### config.mk
export PLATFORM = sky130hd
export DESIGN_NAME = acc_bus_datapath
export DESIGN_NICKNAME = d
export VERILOG_FILES = /design/src/rtl/acc_dp_pkg.sv /design/src/rtl/dp_reg.sv /design/src/rtl/dp_bus_mux.sv /design/src/rtl/dp_alu.sv /design/src/rtl/acc_bus_datapath.sv
export SDC_FILE = /design/constraint.sdc
export NUM_CORES = 1
export LEC_CHECK = 0
export ABC_AREA = 1
export CAP_MARGIN = 20
export CORE_MARGIN = 2
export CORE_UTILIZATION = 40
export CTS_CLUSTER_SIZE = 10
export DETAILED_ROUTE_END_ITERATION = 6
export PLACE_DENSITY = 0.81
export SLEW_MARGIN = 0
export SYNTH_ARGS = -nofsm -noshare
export SYNTH_HDL_FRONTEND = slang
export SYNTH_SLANG_ARGS = --single-unit
### constraint.sdc
create_clock -name clk -period 1.89 [get_ports clk]
set_input_delay 0.378 -clock clk [delete_from_list [all_inputs] [get_ports clk]]
set_output_delay 0.378 -clock clk [all_outputs]
set_load 0.01 [all_outputs]
### src/rtl/acc_dp_pkg.sv
package acc_dp_pkg;
  localparam int DP_AW  = 12;
  localparam int DP_DW  = 16;
  localparam int DP_IOW = 8;

  typedef enum logic [2:0] {
    SRC_NONE = 3'd0,
    SRC_AR   = 3'd1,
    SRC_PC   = 3'd2,
    SRC_DR   = 3'd3,
    SRC_AC   = 3'd4,
    SRC_IR   = 3'd5,
    SRC_TR   = 3'd6,
    SRC_MEM  = 3'd7
  } bus_src_e;

  typedef enum logic [2:0] {
    OP_AND  = 3'd0,
    OP_ADD  = 3'd1,
    OP_XDR  = 3'd2,
    OP_XIN  = 3'd3,
    OP_CMA  = 3'd4,
    OP_ROR  = 3'd5,
    OP_ROL  = 3'd6,
    OP_HOLD = 3'd7
  } alu_op_e;

  typedef struct packed {
    logic [DP_DW-1:0] res;
    logic             e_new;
    logic             e_upd;
  } alu_out_t;

  // Index map shared by the per-register strobe vectors.
  localparam int IX_AR = 0;
  localparam int IX_PC = 1;
  localparam int IX_DR = 2;
  localparam int IX_TR = 3;
  localparam int IX_IR = 4;
  localparam int IX_OR = 5;
  localparam int NREG  = 6;

  function automatic int bus_reg_width(input int idx);
    return (idx == IX_AR || idx == IX_PC) ? DP_AW : DP_DW;
  endfunction

  function automatic alu_out_t alu_eval(input logic [2:0] op,
                                        input logic [DP_DW-1:0] a,
                                        input logic [DP_DW-1:0] b,
                                        input logic [DP_IOW-1:0] inw,
                                        input logic e);
    alu_out_t o;
    logic [DP_DW:0] sum;
    sum = {1'b0, a} + {1'b0, b};
    o.res   = a;
    o.e_new = e;
    o.e_upd = 1'b0;
    case (alu_op_e'(op))
      OP_AND:  o.res = a & b;
      OP_ADD:  begin o.res = sum[DP_DW-1:0]; o.e_new = sum[DP_DW]; o.e_upd = 1'b1; end
      OP_XDR:  o.res = b;
      OP_XIN:  o.res = {a[DP_DW-1:DP_IOW], inw};
      OP_CMA:  o.res = ~a;
      OP_ROR:  begin o.res = {e, a[DP_DW-1:1]}; o.e_new = a[0]; o.e_upd = 1'b1; end
      OP_ROL:  begin o.res = {a[DP_DW-2:0], e}; o.e_new = a[DP_DW-1]; o.e_upd = 1'b1; end
      default: o.res = a;
    endcase
    return o;
  endfunction
endpackage

### src/rtl/dp_reg.sv
module dp_reg #(
  parameter int W = 12
) (
  input  logic         clk,
  input  logic         rst_n,
  input  logic         clr,
  input  logic         ld,
  input  logic         inc,
  input  logic [W-1:0] d,
  output logic [W-1:0] q
);
  always_ff @(posedge clk) begin
    if (!rst_n)   q <= '0;
    else if (clr) q <= '0;
    else if (ld)  q <= d;
    else if (inc) q <= q + 1'b1;
  end
endmodule

### src/rtl/dp_bus_mux.sv
module dp_bus_mux
  import acc_dp_pkg::*;
#(
  parameter int DW = DP_DW
) (
  input  logic [2:0]    sel,
  input  logic [DW-1:0] ar_x,
  input  logic [DW-1:0] pc_x,
  input  logic [DW-1:0] dr_x,
  input  logic [DW-1:0] ac_x,
  input  logic [DW-1:0] ir_x,
  input  logic [DW-1:0] tr_x,
  input  logic [DW-1:0] mem_x,
  output logic [DW-1:0] bus
);
  always_comb begin
    case (bus_src_e'(sel))
      SRC_AR:  bus = ar_x;
      SRC_PC:  bus = pc_x;
      SRC_DR:  bus = dr_x;
      SRC_AC:  bus = ac_x;
      SRC_IR:  bus = ir_x;
      SRC_TR:  bus = tr_x;
      SRC_MEM: bus = mem_x;
      default: bus = '0;
    endcase
  end
endmodule

### src/rtl/dp_alu.sv
module dp_alu
  import acc_dp_pkg::*;
(
  input  logic [2:0]        op,
  input  logic [DP_DW-1:0]  ac,
  input  logic [DP_DW-1:0]  dr,
  input  logic [DP_IOW-1:0] inpr,
  input  logic              e,
  output logic [DP_DW-1:0]  res,
  output logic              e_new,
  output logic              e_upd
);
  alu_out_t o;
  always_comb begin
    o     = alu_eval(op, ac, dr, inpr, e);
    res   = o.res;
    e_new = o.e_new;
    e_upd = o.e_upd;
  end
endmodule

### src/rtl/acc_bus_datapath.sv
module acc_bus_datapath
  import acc_dp_pkg::*;
#(
  parameter int AW  = DP_AW,
  parameter int DW  = DP_DW,
  parameter int IOW = DP_IOW
) (
  input  logic            clk,
  input  logic            rst_n,
  input  logic [2:0]      bus_sel,
  input  logic [5:0]      reg_ld,
  input  logic [5:0]      reg_inc,
  input  logic [5:0]      reg_clr,
  input  logic            ac_ld,
  input  logic            ac_inc,
  input  logic            ac_clr,
  input  logic [2:0]      alu_op,
  input  logic [IOW-1:0]  in_data,
  input  logic            in_ld,
  input  logic            mem_wr,
  input  logic [DW-1:0]   mem_rdata,
  output logic [AW-1:0]   mem_addr,
  output logic [DW-1:0]   mem_wdata,
  output logic            mem_we,
  output logic [DW-1:0]   bus_q,
  output logic [AW-1:0]   ar_q,
  output logic [AW-1:0]   pc_q,
  output logic [DW-1:0]   dr_q,
  output logic [DW-1:0]   tr_q,
  output logic [DW-1:0]   ir_q,
  output logic [DW-1:0]   ac_q,
  output logic [IOW-1:0]  outr_q,
  output logic [IOW-1:0]  inpr_q,
  output logic            e_q
);
  localparam int NBUSREG = NREG - 1;

  logic [DW-1:0] bus_w;
  logic [DW-1:0] reg_x [NBUSREG];
  logic [DW-1:0] alu_res_w;
  logic          alu_e_new_w;
  logic          alu_e_upd_w;
  logic          ac_take_alu_w;
  logic          e_write_w;
  logic [DW-1:0] ac_r;
  logic          e_r;

  // Bus-connected registers, zero-extended onto the bus width.
  for (genvar gi = 0; gi < NBUSREG; gi++) begin : g_reg
    localparam int W = bus_reg_width(gi);
    logic [W-1:0] q_w;
    dp_reg #(.W(W)) u_reg (
      .clk (clk), .rst_n (rst_n),
      .clr (reg_clr[gi]), .ld (reg_ld[gi]), .inc (reg_inc[gi]),
      .d   (bus_w[W-1:0]), .q (q_w)
    );
    assign reg_x[gi] = DW'(q_w);
  end

  dp_reg #(.W(IOW)) u_outr (
    .clk (clk), .rst_n (rst_n),
    .clr (reg_clr[IX_OR]), .ld (reg_ld[IX_OR]), .inc (reg_inc[IX_OR]),
    .d   (bus_w[IOW-1:0]), .q (outr_q)
  );

  dp_reg #(.W(IOW)) u_inpr (
    .clk (clk), .rst_n (rst_n),
    .clr (1'b0), .ld (in_ld), .inc (1'b0),
    .d   (in_data), .q (inpr_q)
  );

  dp_bus_mux #(.DW(DW)) u_mux (
    .sel  (bus_sel),
    .ar_x (reg_x[IX_AR]), .pc_x (reg_x[IX_PC]), .dr_x (reg_x[IX_DR]),
    .ac_x (ac_r),         .ir_x (reg_x[IX_IR]), .tr_x (reg_x[IX_TR]),
    .mem_x(mem_rdata),    .bus  (bus_w)
  );

  dp_alu u_alu (
    .op (alu_op), .ac (ac_r), .dr (reg_x[IX_DR]), .inpr (inpr_q), .e (e_r),
    .res (alu_res_w), .e_new (alu_e_new_w), .e_upd (alu_e_upd_w)
  );

  assign ac_take_alu_w = ac_ld && !ac_clr;
  assign e_write_w     = ac_take_alu_w && alu_e_upd_w;

  always_ff @(posedge clk) begin
    if (!rst_n) begin
      ac_r <= '0;
      e_r  <= 1'b0;
    end else begin
      if (ac_clr)             ac_r <= '0;
      else if (ac_ld)         ac_r <= alu_res_w;
      else if (ac_inc)        ac_r <= ac_r + 1'b1;
      if (e_write_w)          e_r  <= alu_e_new_w;
    end
  end

  assign mem_addr  = reg_x[IX_AR][AW-1:0];
  assign mem_wdata = bus_w;
  assign mem_we    = mem_wr;
  assign bus_q     = bus_w;
  assign ar_q      = reg_x[IX_AR][AW-1:0];
  assign pc_q      = reg_x[IX_PC][AW-1:0];
  assign dr_q      = reg_x[IX_DR];
  assign tr_q      = reg_x[IX_TR];
  assign ir_q      = reg_x[IX_IR];
  assign ac_q      = ac_r;
  assign e_q       = e_r;
endmodule

**Word level (Yosys, flattened, before mapping)**

Cells that the tools add are included.
Widths: inputs -> output; s select.

- Flip-flop bits (word level): 105
- Bits in latches: 0
- Memory bits (writable): 0
- ROM bits: 0
- Bits of input ports: 55
- Output and inout port bits: 150
- Logic and storage cells: 76
- Memories: 0

- Add/subtract/negate cells: 8
- Multiply operators: 0
- Divide/modulo/power cells: 0
- Order comparisons: 0
- Equal/unequal tests: 16
- Shift operators: 0
- Mux-type cells: 17
- Bitwise logic cells: 3
- Reductions and logical operators: 22

Operators by type and width:

| kind | count |
|---|---|
| $pmux 16 s7 | 2 |
| $mux 16 | 8 |
| $add 16x1->16 const B | 4 |
| $mux 12 | 4 |
| $add 12x1->12 const B | 2 |
| $eq 3x3->1 const B | 7 |
| $add 16x16->17 | 1 |
| $and 16x16->16 | 1 |
| $mux 8 | 2 |
| $not 16->16 | 1 |
| $reduce_bool 2->1 | 7 |
| $reduce_or 2->1 | 7 |
| $eq 3x2->1 const B | 4 |
| $add 8x1->8 const B | 1 |
| $ne 8x1->1 const B | 1 |
| $ne 7x1->1 const B | 1 |
| $eq 3x1->1 const B | 2 |
| $pmux 2 s3 | 1 |
| $reduce_and 2->1 | 2 |
| $logic_not 3->1 | 1 |
| $reduce_and 3->1 | 1 |
| $reduce_bool 3->1 | 1 |
| $logic_and 1x1->1 | 2 |
| $ne 2x2->1 const B | 1 |
| 2 further kinds | 2 |

**Depth between registers and ports, before layout**

- Word-level depth: 4
- Gate-level depth with buffers: 13
- Mapped depth without buffers: 13

**Modules after synthesis**

From an unflattened synthesis, not the netlist that was laid out.

- Cells, all modules: 1649
- Area total of the unflattened synthesis: 10182.3 um^2

By module, submodules not included:

| module | instances | cells each | area an instance (um^2) | seq. area each (um^2) |
|---|---|---|---|---|
| dp_reg (g_reg[2].u_reg ...) | 3 | 157 | 1053.5 | 320.3 |
| dp_alu | 1 | 375 | 1870.5 | 0.0 |
| dp_reg (g_reg[0].u_reg ...) | 2 | 108 | 724.4 | 240.2 |
| dp_bus_mux | 1 | 259 | 1427.6 | 0.0 |
| acc_bus_datapath | 1 | 188 | 1296.2 | 340.3 |
| dp_reg (u_inpr ...) | 2 | 70 | 489.2 | 160.2 |

**Least setup slack after synthesis**

OpenSTA, ideal clock, no wires.

- Path kind: register -> register
- Start point: register ac_r[0] (netlist: ac_q[0])
- End point: register ac_r[8] (netlist: ac_q[8])
- Setup time: 0.117 ns
- Arrival time: 1.783 ns
- Required time: 1.773 ns
- Setup slack: -0.010 ns
- Stages on the path, launching flop included: 12
- Path buffers: 0
- Clock period less this slack: 1.900 ns
- Path through: dfxtp_1 ha_1 inv_1 fa_1 inv_1 nand3_1 nand3_1 a21oi_1 nor2_1 o21ai_0 a21oi_1 nor2_1

- Longest elaborated chain between the ends: 3
- Elaborated cells on any way between the ends: 5
- Those cells by class: add/sub (2); mux (3)

RTL lines:

| item | line | source |
|---|---|---|
| start: declaration | acc_bus_datapath.sv:45 | `logic [DW-1:0] ac_r;` |
| start signal: assignment | acc_bus_datapath.sv:93 | `else if (ac_ld) ac_r <= alu_res_w;` |
| start signal: assignment | acc_bus_datapath.sv:94 | `else if (ac_inc) ac_r <= ac_r + 1'b1;` |
| $add 16x16->17 / $add 16x1->16 (equally long branches) | acc_dp_pkg.sv:54, acc_bus_datapath.sv:94 |  |
| $pmux 16 s7 / $mux 16 (equally long branches) | acc_dp_pkg.sv:58, acc_bus_datapath.sv:94 |  |
| $mux 16 (*) | acc_bus_datapath.sv:93 |  |

Mark *: on every way between the ends. The rest lies on a longest branch, timed or not. The select of a mux whose other input is x is not followed.
A chain may end at the register's enable or synchronous reset.

**Worst setup path in the final report**

- Start point: register g_reg[2].u_reg.q[0]
- End point: register ac_r[4] (netlist: ac_q[4])

- Longest elaborated chain between the ends: 3

RTL lines:

| item | line | source |
|---|---|---|
| start: declaration | dp_reg.sv:10 | `output logic [W-1:0] q` |
| start signal: assignment | dp_reg.sv:16 | `else if (inc) q <= q + 1'b1;` |
| $add 16x16->17 | acc_dp_pkg.sv:54 | `sum = {1'b0, a} + {1'b0, b};` |
| $pmux 16 s7 | acc_dp_pkg.sv:58 | `case (alu_op_e'(op))` |
| $mux 16 | acc_bus_datapath.sv:93 |  |

Every way passes these cells.

==> results.json <==
{
  "status": "finished, violations left",
  "violations": "negative setup slack",
  "netlist_instances": 1379,
  "num_rows": 53,
  "grt_pass1_vias": 11170,
  "reg2reg_slack_ps": -60,
  "drt_first_iter_violations": 1357,
  "synth_edf_count": 0,
  "detailed_place.area_um2": 12600,
  "tns_ps": -168,
  "core-area_um2": 21100,
  "cts_tree": "yes",
  "register_area_um2": 2140,
  "clk_latency_ps": 370,
  "drt-total-wl_um": 41000,
  "cts-root-buf": "clkbuf_16",
  "critical_path_class": "flip-flop to flip-flop",
  "r2r-end": "ac_q[4]$_SDFFE_PP0P_",
  "async_flop_share_pct": 0,
  "synth_ff_type": "dfxtp_1",
  "r2r_cells": 11,
  "min_period_ps": 1950,
  "clock_path_buffers": 2,
  "dp.cells": 2046,
  "timing.rr.start": "g_reg[2].u_reg.q[0]$_SDFFE_PP0P_",
  "synth_warnings": 0,
  "portBuffers": 202,
  "setup_viol": 4,
  "viasPerCell": 5.57,
  "max_freq_mhz": 514,
  "grt_max_degree": 23,
  "rsz0062_at_grt": "yes",
  "syn_area_um2": 8610,
  "ant_nets": 0,
  "die_width_um": 151,
  "path_max_fanout": 3,
  "num-fill-cells": 1896,
  "irDropWorstVdd_v": 0.000457,
  "setup.worst_path.start": "g_reg[2].u_reg.q[0]$_SDFFE_PP0P_",
  "crit_path_start_kind": "flip-flop",
  "final_cell_mix": "nand2_1, buf_4, inv_1",
  "holdCritStartpoint": "u_inpr.q[1]$_SDFFE_PN0P_",
  "grt_usage_pct": 35.0,
  "routedWlPerCell_um": 19.6,
  "cts_sinks": 105,
  "grt_overflow": 0,
  "cts.htree.levels": 3,
  "multi_input_area_um2": 5750,
  "start_util_pct": 40.8,
  "ys_ff_latch": 105,
  "arrival_ps": 2240,
  "design.portCount": 205,
  "grt_pass1_wl_um": 60700,
  "nNetsFinal": 1886,
  "die_area_um2": 22700,
  "layout-drive-gt1-share_pct": 27.2,
  "layoutNonFillerInstCount": 2088,
  "fin_total_pwr_mw": 6.51,
  "vias": 11625,
  "avgSynthCellArea_um2": 6.24,
  "antenna_found_initial": 2,
  "place.gp.congestion": 1.00,
  "die_y_um": 151,
  "drc": 0,
  "numCtsBuffers": 9,
  "dr.pass1.iters": 6,
  "synth.distinct_cells": 54,
  "hold_buffers": 0,
  "crit_required_ps": 2180,
  "powerDensity_nw_per_um2": 477,
  "period_share_pct": 103,
  "path_clk_slew_ps": 70,
  "holdPathEnd": "u_inpr.q[1]$_SDFFE_PN0P_",
  "final_cell_area_um2": 13600,
  "finClkSkew_ps": 8.83,
  "finalCoreUtilization_pct": 64.7,
  "areaGrowthSynthToFinish_pct": 58.5,
  "hold_violations": 0,
  "cp-end-kind": "flip-flop",
  "relSlewSlack_pct": 71.9,
  "layout_setup_ws_ps": -57.4,
  "dp_hpwl_um": 31900,
  "drv_cap": 0,
  "yosysSeqAreaShare_pct": 24.4,
  "final_max_slew_viol_count": 0,
  "hold_path.class": "flip-flop to flip-flop",
  "syn-num-nets": 1458,
  "tightest_slew_ps": 420,
  "leakage_nw": 6.15,
  "hold_depth": 2
}
## report_power, final
group	leakage (nW)	internal, mW	total (mW)	switching, mW
registers	0.869	2.30	2.39	0.0927
clock network	0.159	1.20	2.12	0.919
logic	5.12	0.921	2.00	1.08
total	6.15	4.42	6.51	2.09
## through the flow
stage | setup slack, ps | hold WS [ps]
floorplan | 54.6 | 488
global placement | -1000 | 462
detailed placement | -1010 | 464
CTS | -83.9 | 478
global route | -101 | 512
finish | -57.4 | 481
## worst max path at each step
stage | cells past startpoint | end
2_1_floorplan | 9 | ac_q[5]$_SDFFE_PP0P_
3_3_place_gp | 9 | bus_q[4]
3_5_place_dp | 9 | mem_wdata[4]
4_1_cts | 9 | mem_wdata[4]
5_1_grt | 11 | ac_q[4]$_SDFFE_PP0P_
6_report | 11 | ac_q[4]$_SDFFE_PP0P_
## flip-flops by register name, indices dropped and copies added, names as in the netlist
| name | count |
|---|---|
| ac_q | 16 |
| u_outr.q | 8 |
| u_inpr.q | 8 |
| e_q | 1 |
| g.u_reg.q | 72 |
## repair_timing
action	4_1_cts	5_1_grt
gates resized for setup	219	131
buffers inserted	16	12
pin swaps	19	27
setup endpoints to repair	123	53
## cells by family after synthesis
| logic type | share of synthesized area, % |
|---|---|
| AND/OR/NAND/NOR | 27.5 |
| AO/OA/AOI/OAI | 24.9 |
| buffers and inverters | 14.2 |
| flip-flops | 24.4 |
| XOR/XNOR | 5.49 |
| adder cells (fa/ha/maj) | 3.58 |
## critical path: stages, from the launching register on
cell     delay, ps
dfxtp_2        340
ha_2           180
inv_2           50
fa_2           330
inv_2           90
nand3_1        110
nand3_2        150
buf_4          130
xnor2_1         60
o21ai_1        120
nand3_1        140
a21oi_2        170
## cell usage after synthesis (5+ instances only)
cell type	instances	area, um^2
nand3b_1	5	37.5
or2_2	5	31.3
clkbuf_1	24	90.1
nor2_1	119	447
inv_2	10	37.5
o221ai_1	8	70.1
xor2_1	47	412
nand4_1	28	175
o22ai_1	35	219
a21oi_1	122	611
inv_1	211	792
dfxtp_1	105	2100
a22oi_1	6	45.0
a211oi_1	20	150
ha_1	23	288
nand2_1	268	1010
nor3_1	26	130
o21ai_0	120	601
nand3_1	75	375
buf_4	29	218
a31oi_1	8	50.1
o21ai_1	19	95.1
o211ai_1	5	37.5
buf_2	5	25.0
xnor2_1	7	61.3
## routing by layer
| metal | global-route usage, % | vias up | share of wire [%] |
|---|---|---|---|
| met5 | 0 | - | 0 |
| met4 | 17.3 | 0 | 4.9 |
| met3 | 7.33 | 137 | 10 |
| met2 | 57.2 | 705 | 46 |
| met1 | 43.8 | 5348 | 39 |
| li1 | - | 5435 | - |
## layout make-up
type,count,share of cell area [%]
Sequential cell,105,15.7
Antenna cell,1,0.0183
Timing Repair Buffer,479,30.8
Inverter,225,6.41
Clock buffer,11,1.78
Multi-Input combinational cell,987,42.2
Tap cell,275,2.52
Clock inverter,5,0.578
(Power assumes the default switching activity.)
